<file path="config.mk">
export PLATFORM = sky130hd
export DESIGN_NAME = gpio_ctrl
export DESIGN_NICKNAME = d
export VERILOG_FILES = /design/src/rtl/gpio_ctrl_pkg.sv /design/src/rtl/gpio_ctrl_sync.sv /design/src/rtl/gpio_ctrl_dec.sv /design/src/rtl/gpio_ctrl_bank.sv /design/src/rtl/gpio_ctrl.sv
export SDC_FILE = /design/constraint.sdc
export NUM_CORES = 1
export LEC_CHECK = 0
export ABC_CLOCK_PERIOD_IN_PS = 3200
export CORE_MARGIN = 2
export CORE_UTILIZATION = 60
export DETAILED_ROUTE_END_ITERATION = 16
export DONT_BUFFER_PORTS = 1
export PLACE_DENSITY = 0.78
export SLEW_MARGIN = 10
export SYNTH_ARGS = -nofsm -noshare
export SYNTH_HDL_FRONTEND = slang
export SYNTH_SLANG_ARGS = --single-unit
</file>
<file path="constraint.sdc">
create_clock -name clk_i -period 3.2 [get_ports clk_i]
set_input_delay 0.48 -clock clk_i [delete_from_list [all_inputs] [get_ports clk_i]]
set_output_delay 0.48 -clock clk_i [all_outputs]
set_load 0.005 [all_outputs]
</file>
<file path="src/rtl/gpio_ctrl_pkg.sv">
package gpio_ctrl_pkg;
  localparam int BANK_PINS   = 32;
  localparam int FIRST_OFS   = 16;
  localparam int BANK_STRIDE = 40;
  localparam int MAX_BANKS   = 5;

  // word order inside a bank window; interrupt words are decoded by a neighbour
  typedef enum logic [3:0] {
    W_DIR  = 4'd0,
    W_OUT  = 4'd1,
    W_SET  = 4'd2,
    W_CLR  = 4'd3,
    W_IN   = 4'd4,
    W_RSET = 4'd5,
    W_RCLR = 4'd6,
    W_FSET = 4'd7,
    W_FCLR = 4'd8,
    W_STAT = 4'd9
  } word_e;

  function automatic int bank_base(int b);
    return FIRST_OFS + b * BANK_STRIDE;
  endfunction

  function automatic int bank_width(int num_pins, int b);
    int rem;
    rem = num_pins - b * BANK_PINS;
    return (rem > BANK_PINS) ? BANK_PINS : rem;
  endfunction
endpackage

</file>
<file path="src/rtl/gpio_ctrl_sync.sv">
module gpio_ctrl_sync #(
  parameter int WIDTH = 32
) (
  input  logic             clk_i,
  input  logic             rst_ni,
  input  logic [WIDTH-1:0] d_i,
  output logic [WIDTH-1:0] q_o
);
  logic [WIDTH-1:0] meta_q, sync_q;

  always_ff @(posedge clk_i or negedge rst_ni) begin
    if (!rst_ni) begin
      meta_q <= '0;
      sync_q <= '0;
    end else begin
      meta_q <= d_i;
      sync_q <= meta_q;
    end
  end

  assign q_o = sync_q;
endmodule

</file>
<file path="src/rtl/gpio_ctrl_dec.sv">
module gpio_ctrl_dec
  import gpio_ctrl_pkg::*;
#(
  parameter int ADDR_W    = 8,
  parameter int NUM_BANKS = 3
) (
  input  logic [ADDR_W-1:0]    addr_i,
  output logic [NUM_BANKS-1:0] hit_o,
  output logic [3:0]           word_o
);
  logic [3:0] word_b [NUM_BANKS];

  for (genvar b = 0; b < NUM_BANKS; b++) begin : g_win
    localparam int BASE = bank_base(b);
    logic in_win;
    assign in_win = (int'(addr_i) >= BASE) && (int'(addr_i) < BASE + BANK_STRIDE)
                    && (addr_i[1:0] == 2'b00);
    assign hit_o[b]  = in_win;
    assign word_b[b] = in_win ? 4'((int'(addr_i) - BASE) >> 2) : 4'd0;
  end

  always_comb begin
    word_o = '0;
    for (int b = 0; b < NUM_BANKS; b++) word_o = word_o | word_b[b];
  end
endmodule

</file>
<file path="src/rtl/gpio_ctrl_bank.sv">
module gpio_ctrl_bank
  import gpio_ctrl_pkg::*;
#(
  parameter int WIDTH = 32
) (
  input  logic             clk_i,
  input  logic             rst_ni,
  input  logic             wr_i,
  input  logic [3:0]       word_i,
  input  logic [WIDTH-1:0] wdata_i,
  input  logic [WIDTH-1:0] pin_i,
  output logic [31:0]      rword_o,
  output logic [WIDTH-1:0] pin_o,
  output logic [WIDTH-1:0] oe_o
);
  logic [WIDTH-1:0] dir_q, dir_d;
  logic [WIDTH-1:0] out_q, out_d;
  logic [WIDTH-1:0] in_sync;

  gpio_ctrl_sync #(.WIDTH(WIDTH)) u_sync (
    .clk_i  (clk_i),
    .rst_ni (rst_ni),
    .d_i    (pin_i),
    .q_o    (in_sync)
  );

  always_comb begin
    dir_d = dir_q;
    out_d = out_q;
    if (wr_i) begin
      unique case (word_e'(word_i))
        W_DIR:   dir_d = wdata_i;
        W_OUT:   out_d = wdata_i;
        W_SET:   out_d = out_q | wdata_i;
        W_CLR:   out_d = out_q & ~wdata_i;
        default: ;
      endcase
    end
  end

  always_ff @(posedge clk_i or negedge rst_ni) begin
    if (!rst_ni) begin
      dir_q <= '1;
      out_q <= '0;
    end else begin
      dir_q <= dir_d;
      out_q <= out_d;
    end
  end

  always_comb begin
    unique case (word_e'(word_i))
      W_DIR:   rword_o = 32'(dir_q);
      W_OUT:   rword_o = 32'(out_q);
      W_IN:    rword_o = 32'(in_sync);
      default: rword_o = '0;
    endcase
  end

  assign pin_o = out_q;
  assign oe_o  = ~dir_q;
endmodule

</file>
<file path="src/rtl/gpio_ctrl.sv">
module gpio_ctrl
  import gpio_ctrl_pkg::*;
#(
  parameter int NUM_PINS = 72,
  parameter int ADDR_W   = 8
) (
  input  logic                clk_i,
  input  logic                rst_ni,
  input  logic                req_i,
  input  logic                we_i,
  input  logic [ADDR_W-1:0]   addr_i,
  input  logic [31:0]         wdata_i,
  output logic [31:0]         rdata_o,
  input  logic [NUM_PINS-1:0] pin_in_i,
  output logic [NUM_PINS-1:0] pin_out_o,
  output logic [NUM_PINS-1:0] pin_oe_o
);
  localparam int NUM_BANKS = (NUM_PINS + BANK_PINS - 1) / BANK_PINS;

  logic [NUM_BANKS-1:0] hit;
  logic [3:0]           word;
  logic [31:0]          rword [NUM_BANKS];
  logic [31:0]          rsel;
  logic [31:0]          rdata_q;

  gpio_ctrl_dec #(.ADDR_W(ADDR_W), .NUM_BANKS(NUM_BANKS)) u_dec (
    .addr_i (addr_i),
    .hit_o  (hit),
    .word_o (word)
  );

  for (genvar b = 0; b < NUM_BANKS; b++) begin : g_bank
    localparam int W  = bank_width(NUM_PINS, b);
    localparam int LO = b * BANK_PINS;
    gpio_ctrl_bank #(.WIDTH(W)) u_bank (
      .clk_i   (clk_i),
      .rst_ni  (rst_ni),
      .wr_i    (req_i && we_i && hit[b]),
      .word_i  (word),
      .wdata_i (wdata_i[W-1:0]),
      .pin_i   (pin_in_i[LO +: W]),
      .rword_o (rword[b]),
      .pin_o   (pin_out_o[LO +: W]),
      .oe_o    (pin_oe_o[LO +: W])
    );
  end

  always_comb begin
    rsel = '0;
    for (int b = 0; b < NUM_BANKS; b++)
      if (hit[b]) rsel = rsel | rword[b];
  end

  always_ff @(posedge clk_i or negedge rst_ni) begin
    if (!rst_ni)             rdata_q <= '0;
    else if (req_i && !we_i) rdata_q <= rsel;
  end

  assign rdata_o = rdata_q;
endmodule

</file>
# After elaboration in Yosys (flattened, before gate mapping)
# Index checks and enable logic that the tools add are counted.
dict set report word_totals {
  regBits 320
  latchBits 0
  mem_bits_rw 0
  mem_bits_ro 0
  input_bits 116
  output_inout_bits 176
  elab_cells 74
  n_memories 0
}
dict set report op_classes {
  n_addsub 3
  n_mul 0
  div 0
  n_lt_le_gt_ge 6
  eq_ne 4
  shift 0
  mux 12
  bitwise_logic 15
  n_reduce_logical 21
}
# cell n
set op_table {}
lappend op_table {{one-hot mux 32 bit (3 select lines)} 4}
lappend op_table {{OR 32 bit} 4}
lappend op_table {{2-to-1 mux 32 bit} 3}
lappend op_table {{inverter 32 bit} 3}
lappend op_table {{AND 32 bit} 2}
lappend op_table {{one-hot mux 8 bit (3 select lines)} 2}
lappend op_table {{inverter 8 bit} 2}
lappend op_table {{2-to-1 mux 4 bit} 3}
lappend op_table {{AND reduction 2 bit} 6}
lappend op_table {{subtractor 6 bit (second input constant)} 2}
lappend op_table {{logical AND 1 bit} 11}
lappend op_table {{AND 8 bit} 1}
lappend op_table {{== test 4 x 2 -> 1 bit (second input constant)} 2}
lappend op_table {{greater-or-equal comparator 8 x 5 -> 1 bit (second input constant)} 1}
lappend op_table {{greater-or-equal comparator 8 x 6 -> 1 bit (second input constant)} 1}
lappend op_table {{greater-or-equal comparator 8 x 7 -> 1 bit (second input constant)} 1}
lappend op_table {{< comparator 8 x 6 -> 1 bit (second input constant)} 1}
lappend op_table {{< comparator 8 x 7 -> 1 bit (second input constant)} 1}
lappend op_table {{< comparator 8 bit (second input constant)} 1}
lappend op_table {{OR 4 bit} 2}
lappend op_table {{OR 8 bit} 1}
lappend op_table {{subtractor 6 x 5 -> 6 bit (second input constant)} 1}
lappend op_table {{== test 4 x 1 -> 1 bit (second input constant)} 1}
lappend op_table {{== test 4 x 3 -> 1 bit (second input constant)} 1}
lappend op_table {{4 further kinds} 4}

# Logic depth before layout (Yosys ltp)
dict set report logic_depth {
  ltp_word 13
  ltp_mapped 12
  ltp_nobuf 10
}

# Hierarchy
# Synthesis repeated with hierarchy kept, for this count alone.
dict set report unflattened {
  hier_cells 1095
  area_unflattened_um2 13618.1
}
# mod n_inst cells_each area_each_um2 seq_area_each_um2
set by_module_without_submodules {}
lappend by_module_without_submodules {{gpio_ctrl_bank at g_bank[0].u_bank ...} 2 326 3410.8 1641.6}
lappend by_module_without_submodules {{gpio_ctrl_sync at g_bank[0].u_bank.u_sync ...} 2 64 1601.5 1601.5}
lappend by_module_without_submodules {gpio_ctrl 1 148 1735.4 800.8}
lappend by_module_without_submodules {{gpio_ctrl_bank at g_bank[2].u_bank} 1 120 1198.6 410.4}
lappend by_module_without_submodules {{gpio_ctrl_sync at g_bank[2].u_bank.u_sync} 1 16 400.4 400.4}
lappend by_module_without_submodules {gpio_ctrl_dec 1 31 259.0 0.0}

# Worst setup path after synthesis
# No wires, ideal clock.
dict set report synth_timing {
  path_type {in2reg}
  start {input addr_i[5]}
  end {register rdata_q[15] (netlist: rdata_o[15])}
  setup_ns 0.119
  arrival_ns 2.862
  required_time_ns 3.081
  path_slack_ns 0.219
  path_stages 12
  n_path_buf 2
  cell_sequence {inv_1 ha_1 or3b_1 and2_4 o41ai_4 a2111oi_4 o311a_1 buf_2 buf_4 a222oi_1 o221ai_1 o21a_1}
}
dict set report synth_between {
  elab_chain_len 13
  word_cells_on_any_way 30
  cone_classes {3 x add/sub; 6 x order compare; 2 x eq/ne; 8 x mux; 4 x bitwise; 7 x reduce/logical}
}
# item line
set synth_lines {}
lappend synth_lines {{start: declaration} gpio_ctrl.sv:11} ;# input logic [ADDR_W-1:0] addr_i,
lappend synth_lines {{greater-or-equal comparator 8 x 5 -> 1 bit (tied with other cells)} gpio_ctrl_dec.sv:16} ;# assign in_win = (int'(addr_i) >= BASE) && (int'(addr_i) < BASE + BANK_STRIDE)
lappend synth_lines {{logical AND 1 bit} gpio_ctrl_dec.sv:16}
lappend synth_lines {{logical AND 1 bit} gpio_ctrl_dec.sv:17} ;# && (addr_i[1:0] == 2'b00);
lappend synth_lines {{2-to-1 mux 4 bit} gpio_ctrl_dec.sv:19} ;# assign word_b[b] = in_win ? 4'((int'(addr_i) - BASE) >> 2) : 4'd0;
lappend synth_lines {{OR 4 bit (2 in a row)} gpio_ctrl_dec.sv:24} ;# for (int b = 0; b < NUM_BANKS; b++) word_o = word_o | word_b[b];
lappend synth_lines {{== test 4 x 3 -> 1 bit (tied with other cells)} gpio_ctrl_bank.sv:52} ;# unique case (word_e'(word_i))
lappend synth_lines {{one-hot mux 32 bit (3 select lines)} gpio_ctrl_bank.sv:52}
lappend synth_lines {{2-to-1 mux 32 bit} gpio_ctrl.sv:51} ;# if (hit[b]) rsel = rsel | rword[b];
lappend synth_lines {{OR 32 bit} gpio_ctrl.sv:51}
lappend synth_lines {{2-to-1 mux 32 bit} gpio_ctrl.sv:51}
lappend synth_lines {{OR 32 bit} gpio_ctrl.sv:51}
lappend synth_lines {{2-to-1 mux 32 bit *} gpio_ctrl.sv:51}
lappend synth_lines {{end signal: assignment} gpio_ctrl.sv:56} ;# else if (req_i && !we_i) rdata_q <= rsel;
lappend synth_lines {{end: declaration} gpio_ctrl.sv:24} ;# logic [31:0] rdata_q;
# Mark *: on every way between the ends. The rest lies on a longest branch, timed or not.
# A chain may end at the register's enable or synchronous reset.

# Worst setup path in the final report
dict set report layout_timing {
  start {input addr_i[5]}
  end {register rdata_q[7] (netlist: rdata_o[7])}
}
# Same word-level chain as after synthesis.

==> metrics.cfg <==
[cts]
numCtsBuffers=31
cts.sinks=320
clock_latency_ns=0.55
cts-root-buf=clkbuf_16
cts_max_level=1
cts_hold_buffers=72
cts_setup_buffers=0
clockBufferDepth=3
clk_pin_slew_worst_paths_ns=0.06
cts_tree=built
ctsResizeCount=0

[routing]
ant_nets=0
via_per_inst=6.702
drc=0
first_iter_violations=904
wl_per_cell_um=26.52
first_pass_iters=6
dr_total_vias=8692
wl_um=34400

[yosys]
synth_flop_cell=dfrtp_1
synth_cells=923
synthTopCellsByCount=dfrtp_1, inv_1, o21ai_0
synth_edf_count=0
ys_seq_area_share_pct=65.03
avgSynthCellArea_um2=13.49
yosys_warnings=0
yosys.area.top_type=dfrtp_1
synth-seq-cells=320
synth_area_leaders=dfrtp_1, dfstp_2, mux2_2
async_flop_share_pct=100.0
synth_top_area_share_pct=49.83
synth.distinct_cells=55
synth_area_um2=12450
syn-num-nets=1044
post-synth-top-count-cell=dfrtp_1

[sta]
final.setup.tns_ns=0
min_period_ns=2.888
fin_crit_sh_pct=90.25
setup_slack_ns=0.3119
hold_viol=262
final_max_slew_viol_count=0
worst_pin_slew_ns=1.161
rsz0062_at_grt=false
slew_headroom_pct=22.59
max_freq_ghz=0.3463
finClkSkew_ns=0.008080
setup_viol=0
whs_ns=-0.3634

[worst_setup_path]
cp-end-kind=flop
arrival_ns=3.33
cp.required_ns=3.64
crit_type=primary input to flop
startpoint_type=primary input
cp_max_fo=26

[grt]
grt.total_usage_pct=31.38
antenna_found_initial=0
grt_pass1_wl_um=53350
grt_max_degree=321
overflow=0
grt_pass1_vias=9030

[floorplan]
die_w_um=148.1
start_util_pct=61.35
fp.dieH_um=148.1
core-area_um2=20300
dieArea_um2=21920
num_rows=52
io_pins=292

[placement]
post-place-ws_ns=-0.2086
gp_congestion=0.8822
post_dp_cell_area_um2=12960
portBuffers=0
dp_hpwl_um=20840

[pwr]
switching_share_pct=22.88
p_int_w=0.007588
p_comb_share_pct=9.4
p_leak_nw=6.252
seqPwrFrac_pct=48.9
p_per_area_nw_per_um2=661.9
vdd_drop_max_uv=524.5
clkPwrFrac_pct=41.7
p_sw_w=0.002251

[cells_and_area]
antenna_cells=0
nets=1123
area_delta_synth_final_pct=19.36
fillers=1264
post-route-cell-area_um2=14860
post_route_cells_drive_above_1_share_pct=25.71

[min_path]
min_path_type=primary input to async pin

[status]
violations=hold timing
run_status=finished, violations left

[flow_run]
drv_cap=0

==> layout by cell type (no fill, tap or decap), types with 26 or more instances in the layout <==
cell           Yosys  final
o21ai_0           74     74
inv_1             75     75
mux2_2            72     72
dfstp_2           72     72
a22o_1            72     72
o21a_1            26     26
buf_4              7     35
a222oi_1          48     48
dlygate4sd3_1      0     72
dfrtp_1          248    248
clkbuf_16          0     31
==> area by class of cell <==
| class | instances | area (um2) | area share [%] |
|---|---|---|---|
| sequential | 320 | 8098 | 54.48 |
| multi-input combinational | 458 | 3805 | 25.60 |
| timing repair buffer | 116 | 1164 | 7.828 |
| clock buffer | 48 | 949.7 | 6.389 |
| tap | 270 | 337.8 | 2.273 |
| inverter | 75 | 281.5 | 1.894 |
| clock inverter | 10 | 229.0 | 1.540 |
==> sequential cells by signal (all words and copies together), names as in the netlist <==
register / count
g_bank.u_bank.pin_o: 72
g_bank.u_bank.dir_q: 72
g_bank.u_bank.u_sync.q_o: 72
rdata_o: 32
g_bank.u_bank.u_sync.meta_q: 72
==> power groups by stage <==
stage / sequential [W] / clock [W] / combinational (W)
floorplan: 0.00476 / 0 / 0.000647
global placement: 0.00485 / 0 / 0.000800
detailed placement: 0.00487 / 0 / 0.000832
CTS: 0.00480 / 0.00414 / 0.000914
global route: 0.00485 / 0.00431 / 0.00100
finish: 0.00481 / 0.00410 / 0.000924
==> worst max-delay path, stage by stage <==
cell,delay (ns)
inv_1,0.07
ha_1,0.14
or3b_1,0.36
a211o_1,0.39
o211ai_1,0.13
o211a_1,0.24
a2111oi_4,0.09
o21ai_4,0.85
o21ai_0,0.24
o32a_1,0.33
==> stage by stage <==
step / utilization [%] / cells / power, W
CTS: 73.22 / 1297 / 0.009857
detailed placement: 63.87 / 1167 / 0.005703
finish: 73.22 / 1297 / 0.009839
floorplan: - / 923 / 0.005408
global placement: 63.87 / 1167 / 0.005655
global route: 73.22 / 1297 / 0.01016
==> path summary, 6_finish.rpt <==
kind	to	slack [ns]	start	depth (start not counted)
worst min register to register	g_bank[0].u_bank.u_sync.q_o[2]	0.35	g_bank[0].u_bank.u_sync.meta_q[2]	0
worst min-delay path	g_bank[2].u_bank.u_sync.q_o[6]	-0.36	rst_ni	0
max in group asynchronous	g_bank[1].u_bank.u_sync.q_o[23]	2.63	rst_ni	0
min in group clk_i	g_bank[0].u_bank.pin_o[11]	0.06	wdata_i[11]	1
worst max-delay path	rdata_o[7]	0.31	addr_i[5]	10
worst max register to register	rdata_o[4]	1.85	g_bank[1].u_bank.dir_q[4]	5
==> logic make-up after synthesis <==
group,share of synthesized area (%)
compound gates,20.49
mux,6.511
xor+xnor,0.07034
flops,65.03
fa+ha+maj,0.5024
simple gates,2.442
buf+inv,4.963
==> routing by layer <==
layer  wire [um]  GRT usage, %
met5           0             0
met4        1374         13.19
met3        3775         8.773
met2       16410         49.42
met1       12840         41.64
Note: power is estimated with default switching activity, not from simulation.
